===== src/rtl/slw_pkg.sv =====
package slw_pkg;
  localparam int XLEN   = 64;
  localparam int WLEN   = 32;
  localparam int CNTW   = 6;
  localparam int PRIMOP = 31;
  localparam int EXTOP  = 24;

  typedef struct packed {
    logic lt;
    logic gt;
    logic eq;
    logic so;
  } crf_t;

  function automatic logic [WLEN-1:0] shl_word(input logic [WLEN-1:0] v,
                                              input logic [CNTW-1:0] n);
    if (n[CNTW-1]) return '0;
    return v << n[CNTW-2:0];
  endfunction

  function automatic crf_t cmp_zero(input logic [WLEN-1:0] w, input logic so);
    crf_t c;
    c.lt = w[WLEN-1];
    c.eq = (w == '0);
    c.gt = !c.lt && !c.eq;
    c.so = so;
    return c;
  endfunction
endpackage


===== src/rtl/slw_decode.sv =====
module slw_decode
  import slw_pkg::*;
(
  input  logic [31:0] instr,
  output logic        hit,
  output logic        rc,
  output logic [4:0]  ra_idx,
  output logic [4:0]  rs_idx,
  output logic [4:0]  rb_idx
);
  logic [5:0] primop;
  logic [9:0] extop;
  assign primop = instr[31:26];
  assign extop  = instr[10:1];
  assign hit    = (primop == 6'(PRIMOP)) && (extop == 10'(EXTOP));
  assign rc     = instr[0];
  assign rs_idx = instr[25:21];
  assign ra_idx = instr[20:16];
  assign rb_idx = instr[15:11];
endmodule


===== src/rtl/slw_datapath.sv =====
module slw_datapath
  import slw_pkg::*;
(
  input  logic [XLEN-1:0] src_a,
  input  logic [XLEN-1:0] src_b,
  input  logic            so_in,
  output logic [XLEN-1:0] res,
  output crf_t            crf
);
  logic [CNTW-1:0] cnt;
  logic [WLEN-1:0] low;
  assign cnt = src_b[CNTW-1:0];
  assign low = shl_word(src_a[WLEN-1:0], cnt);
  assign res = {{(XLEN-WLEN){1'b0}}, low};
  assign crf = cmp_zero(low, so_in);
endmodule


===== src/rtl/slw_exec_unit.sv =====
module slw_exec_unit
  import slw_pkg::*;
(
  input  logic        clk,
  input  logic        rst,
  input  logic        issue_vld,
  input  logic [31:0] instr,
  input  logic [63:0] src_a,
  input  logic [63:0] src_b,
  input  logic        so_in,
  output logic        res_vld,
  output logic [4:0]  rd_idx,
  output logic [63:0] result,
  output logic        cr_we,
  output logic [3:0]  cr_field,
  output logic        not_mine,
  output logic        ca_we,
  output logic        ov_we
);
  logic       dec_hit, dec_rc;
  logic [4:0] dec_ra, dec_rs, dec_rb;
  logic [XLEN-1:0] dp_res;
  crf_t       dp_crf;
  logic       take, reject;

  slw_decode u_dec (
    .instr(instr), .hit(dec_hit), .rc(dec_rc),
    .ra_idx(dec_ra), .rs_idx(dec_rs), .rb_idx(dec_rb)
  );

  slw_datapath u_dp (
    .src_a(src_a), .src_b(src_b), .so_in(so_in),
    .res(dp_res), .crf(dp_crf)
  );

  assign take   = issue_vld && dec_hit;
  assign reject = issue_vld && !dec_hit;

  always_ff @(posedge clk) begin
    if (rst) begin
      res_vld  <= 1'b0;
      rd_idx   <= '0;
      result   <= '0;
      cr_we    <= 1'b0;
      cr_field <= '0;
      not_mine <= 1'b0;
    end else begin
      res_vld  <= take;
      cr_we    <= take && dec_rc;
      not_mine <= reject;
      if (take) begin
        rd_idx   <= dec_ra;
        result   <= dp_res;
        cr_field <= dp_crf;
      end
    end
  end

  assign ca_we = 1'b0;
  assign ov_we = 1'b0;

  logic unused_ok;
  assign unused_ok = ^{dec_rs, dec_rb};
endmodule


===== config.mk =====
export PLATFORM = sky130hd
export DESIGN_NAME = slw_exec_unit
export DESIGN_NICKNAME = d
export VERILOG_FILES = /design/src/rtl/slw_pkg.sv /design/src/rtl/slw_decode.sv /design/src/rtl/slw_datapath.sv /design/src/rtl/slw_exec_unit.sv
export SDC_FILE = /design/constraint.sdc
export NUM_CORES = 1
export LEC_CHECK = 0
export BUFFER_PORTS_ARGS = -buffer_cell sky130_fd_sc_hd__buf_4
export CAP_MARGIN = 30
export CELL_PAD_IN_SITES_DETAIL_PLACEMENT = 1
export CELL_PAD_IN_SITES_GLOBAL_PLACEMENT = 1
export CORE_ASPECT_RATIO = 0.6
export CORE_UTILIZATION = 28
export DETAILED_ROUTE_END_ITERATION = 12
export PLACE_DENSITY = 0.75
export RECOVER_POWER = 100
export SYNTH_ARGS = -nofsm -noshare
export SYNTH_HDL_FRONTEND = slang
export SYNTH_SLANG_ARGS = --single-unit

===== constraint.sdc =====
create_clock -name clk -period 2.5 [get_ports clk]
set_input_delay 0.125 -clock clk [delete_from_list [all_inputs] [get_ports clk]]
set_output_delay 0.125 -clock clk [all_outputs]
set_load 0.005 [all_outputs]

## Word-level counts from Yosys, hierarchy flattened

Index checks and enable logic that the tools add are counted.

- Word-level logic and storage cells: 21
- Memories kept: 0
- Register bits: 44
- Output and inout port bits: 78
- Input port bits: 164
- ROM bits: 0
- Bits in latches: 0
- Bits in writable memories: 0

- Shift-type cells: 1
- Eq/ne operators: 2
- Reduce and logical (&&, ||, !) cells: 9
- Div/mod/pow operators: 0
- Mux-type cells: 3
- Add/subtract/negate cells: 0
- Magnitude comparators: 0
- Bitwise logic cells: 0
- Multiply operators: 0

Operators by type and width:

| cell | number |
|---|---|
| $mux W32 | 2 |
| $logic_not A32 Y1 | 1 |
| $shl A32 B5 Y32 | 1 |
| $eq A10 B5 Y1 const B | 1 |
| $eq A6 B5 Y1 const B | 1 |
| $logic_and A1 B1 Y1 | 5 |
| $logic_not A1 Y1 | 3 |
| $mux W1 | 1 |

## Longest topological paths before layout

- Depth after elaboration: 5
- Depth in mapped cells: 12

## Modules after synthesis

A second synthesis with hierarchy kept.

- Cells, all modules: 716
- Area, all modules: 6366.1 um2

By module, submodules not included:

| module | instances | cells an instance | sequential area each (um2) | area each (um2) |
|---|---|---|---|---|
| slw_exec_unit | 1 | 342 | 1521.5 | 3309.4 |
| slw_datapath | 1 | 353 | 0.0 | 2884.0 |
| slw_decode | 1 | 21 | 0.0 | 172.7 |

## Worst setup path after synthesis

No wires, ideal clock.

- Path kind: input-to-reg
- From: input port src_b[2]
- To: register cr_field[2]
- Data required time: 2.384 ns
- Setup slack: 0.037 ns
- Cell stages on the path: 12
- Arrival time: 2.348 ns
- Cell sequence: buf_2 -> buf_6 -> buf_2 -> buf_1 -> mux2i_1 -> nand2_1 -> o21ai_0 -> o21ai_0 -> a2111o_1 -> nor4_2 -> nand4_1 -> a31o_1

- Longest elaborated chain between the ends: 5
- Elaborated cells on any way between the ends: 6
- Those cells by class: 1 x shift; 1 x mux; 4 x reduce/logical

RTL lines:

| item | line | RTL |
|---|---|---|
| start: declaration | slw_exec_unit.sv:9 | `input logic [63:0] src_b,` |
| $shl A32 B5 Y32 * | slw_pkg.sv:18 | `return v << n[CNTW-2:0];` |
| $mux W32 * | slw_pkg.sv:18 |  |
| $logic_not A32 Y1 | slw_pkg.sv:24 | `c.eq = (w == '0);` |
| $logic_not A1 Y1 | slw_pkg.sv:25 | `c.gt = !c.lt && !c.eq;` |
| $logic_and A1 B1 Y1 * | slw_pkg.sv:25 |  |
| end signal: assignment | slw_exec_unit.sv:54 | `cr_field <= dp_crf;` |
| end: declaration | slw_exec_unit.sv:15 | `output logic [3:0] cr_field,` |

Every way passes the cells marked *; elsewhere a longest branch is shown, timed or not.
A chain may end at the register's enable or synchronous reset.

## Worst setup path after layout

- From: input port src_b[0]
- To: register cr_field[2]

The elaborated chain is that of the path after synthesis.

==> summary.txt <==
post-DP HPWL - 12800 um
Buffers on Ports - 107
largest net degree at the start of global routing - 44
commonest cells after routing, fill and taps aside - buf_4 (154), nand2_1 (50), dfxtp_1 (43), clkbuf_4 (43), nor2_1 (41)
diodes inserted - 0
multiplexer share of the synthesized area - 29.3%
RSZ-0062 raised after global routing - false
DP Area - 5400 um2
Peak Freq - 419 MHz
fin crit share - 95.5%
Crit. End Element - flop
die area - 14700 um2
Final nets - 780
most common cell after layout, fill and taps aside - buf_4
root buf cell - clkbuf_16
Die W - 156 um
hold_buf cts - 0
main flop type after synthesis - dfxtp_1
vias per inst - 5.25
Cell variety after synth - 67
routability congestion estimate - 0.955
Worst-Margin Slew - 0.697 ns
CTS Buf Count - 5
Design Power - 0.00210 W
first-pass GRT wire length - 23700 um
Slew Viols, Final - 0
post-synthesis compound-gate area fraction - 16.7%
simple-gate share of the synthesized area - 18.4%
IO Pins - 242
post-route cell area - 5540 um2
final setup vio count - 0
DRC Markers - 0
H-tree depth - 2
Die Y - 94.4 um
Worst Skew - 0 ns
syn_area_per_cell - 9.07 um2
CP arrival - 2.57 ns
initial core utilization - 29.0%
XOR/XNOR Fraction of Synth Area - 0%
post-synthesis async set-or-reset flop share - 0%
GR Util All Layers - 21.2%
clk_lat worst skew - 0.28 ns
status - complete, no violations
Hold WC Path Type - in2reg
vias in the first global route - 4137
clock sink total - 43
DRT iter0 DRCs - 322
Routed WL - 15600 um
grt ovf - 0
min cycle time layout - 2.39 ns
combinational family with the most area after synthesis - multiplexers
layout cells sized above 1 - 41.0%
initial antenna violation count - 0
CTS tree - yes
Min Hold Slack - 0.0391 ns
Seq cells post-synth - 43
Synth Area in Adders - 0%
area grow syn2layout - 39.0%
Startpoint Class - primary input
Synth Warn # - 0
Cell Area, Synth - 3980 um2
critical path fanouts, max - 12
leakage - 2.35 nW
fill cell count - 1656
WL per Instance - 19.3 um
register clock-pin slew on the reported worst setup and hold paths - 0.06 ns
core area - 13700 um2
Hold Vio Cnt, Final - 0
P per Cell Area - 380 nW/um2
maximum clock path buffer count - 2
Post-DRT Antenna Nets - 0
max_slew headroom - 53.5%
synthesized instance count - 439
final setup TNS - 0 ns
peak supply drop - 232 uV
TritonRoute pass-1 iters - 4
row count - 33
WS Path Type - in2reg
vias after detailed routing - 4244
CP Data Required Time - 2.68 ns
sequential area share after synthesis - 21.6%
EDFF count, synth - 0
max-cap viol count - 0
## sequential cells by signal (all words and copies together), names as in the netlist
name,cells
result,31
rd_idx,5
cr_field,4
cr_we,1
not_mine,1
res_vld,1
## cell type report
cell class                 instances  area, um2  share of cell area (%)
tap                              192        240                    4.34
multi-input combinational        352       2710                    48.9
clock buffer                       6        129                    2.33
timing repair buffer             208       1560                    28.2
sequential                        43        861                    15.5
clock inverter                     2       12.5                   0.226
inverter                           6       22.5                   0.407
## metrics by stage
step,setup WS (ns),utilization [%],std cells
after global placement,-0.277,39.2,800
after global routing,0.0105,40.3,809
final,0.112,40.3,809
after floorplan,0.0365,-,472
after detailed placement,-0.246,39.2,800
after CTS,0.0501,40.3,808
## Yosys cell counts, types with 6 or more instances
library cell  number  share of area (%)
nand2_1           50                4.7
dfxtp_1           43                 22
buf_4             41                7.7
nor2_1            41                3.9
mux2i_1           35                8.8
a21oi_1           28                3.5
mux4_2            20                 11
a211oi_1          11                2.1
nand3_1           11                1.4
a22oi_1           10                1.9
clkbuf_1          10               0.94
mux4_1            10                6.6
buf_6              9                2.5
nor3_1             9                1.1
mux2_2             8                2.3
buf_2              6               0.75
nor3b_1            6                1.1
o21ai_0            6               0.75
## where the power goes
group | switching [W] | leakage [nW] | internal [W]
clock | 0.000265 | 0.0669 | 0.000369
combinational | 0.000386 | 1.93 | 0.000398
sequential | 0.000000178 | 0.346 | 0.000686
## worst paths after layout
path	from	endpoint	slack, ns	cells past startpoint
setup / recovery	src_b[0]	cr_field[2]	0.11	9
hold / removal	instr[0]	cr_we	0.04	2
setup reg to reg	cr_field[3]	cr_field[3]	1.68	2
hold reg to reg	result[4]	result[4]	0.45	2
## critical path: stages
cell	delay (ns)
buf_4	0.22
mux4_2	0.59
clkbuf_4	0.17
mux2_2	0.31
a211oi_1	0.36
nand2_1	0.13
nor4_2	0.28
nand4_1	0.15
a31o_1	0.24
## what timing repair did
action                                  CTS  global route
endpoints found under the setup margin    0             2
resized for setup                         0             7
setup buffers                             0             1
## logic make-up after synthesis
logic type | count (synthesis)
other cells | 1
compound gates | 94
flops | 43
mux | 74
buf+inv | 77
simple gates | 150
## per-layer routing
metal | wire (um) | vias up | GRT usage [%]
met1 | 7580 | 2094 | 31.9
met2 | 6640 | 194 | 32.0
met5 | 0 | - | 0
met4 | 59 | 0 | 2.53
met3 | 1310 | 6 | 3.90
li1 | - | 1950 | -
(Power assumes the default switching activity.)
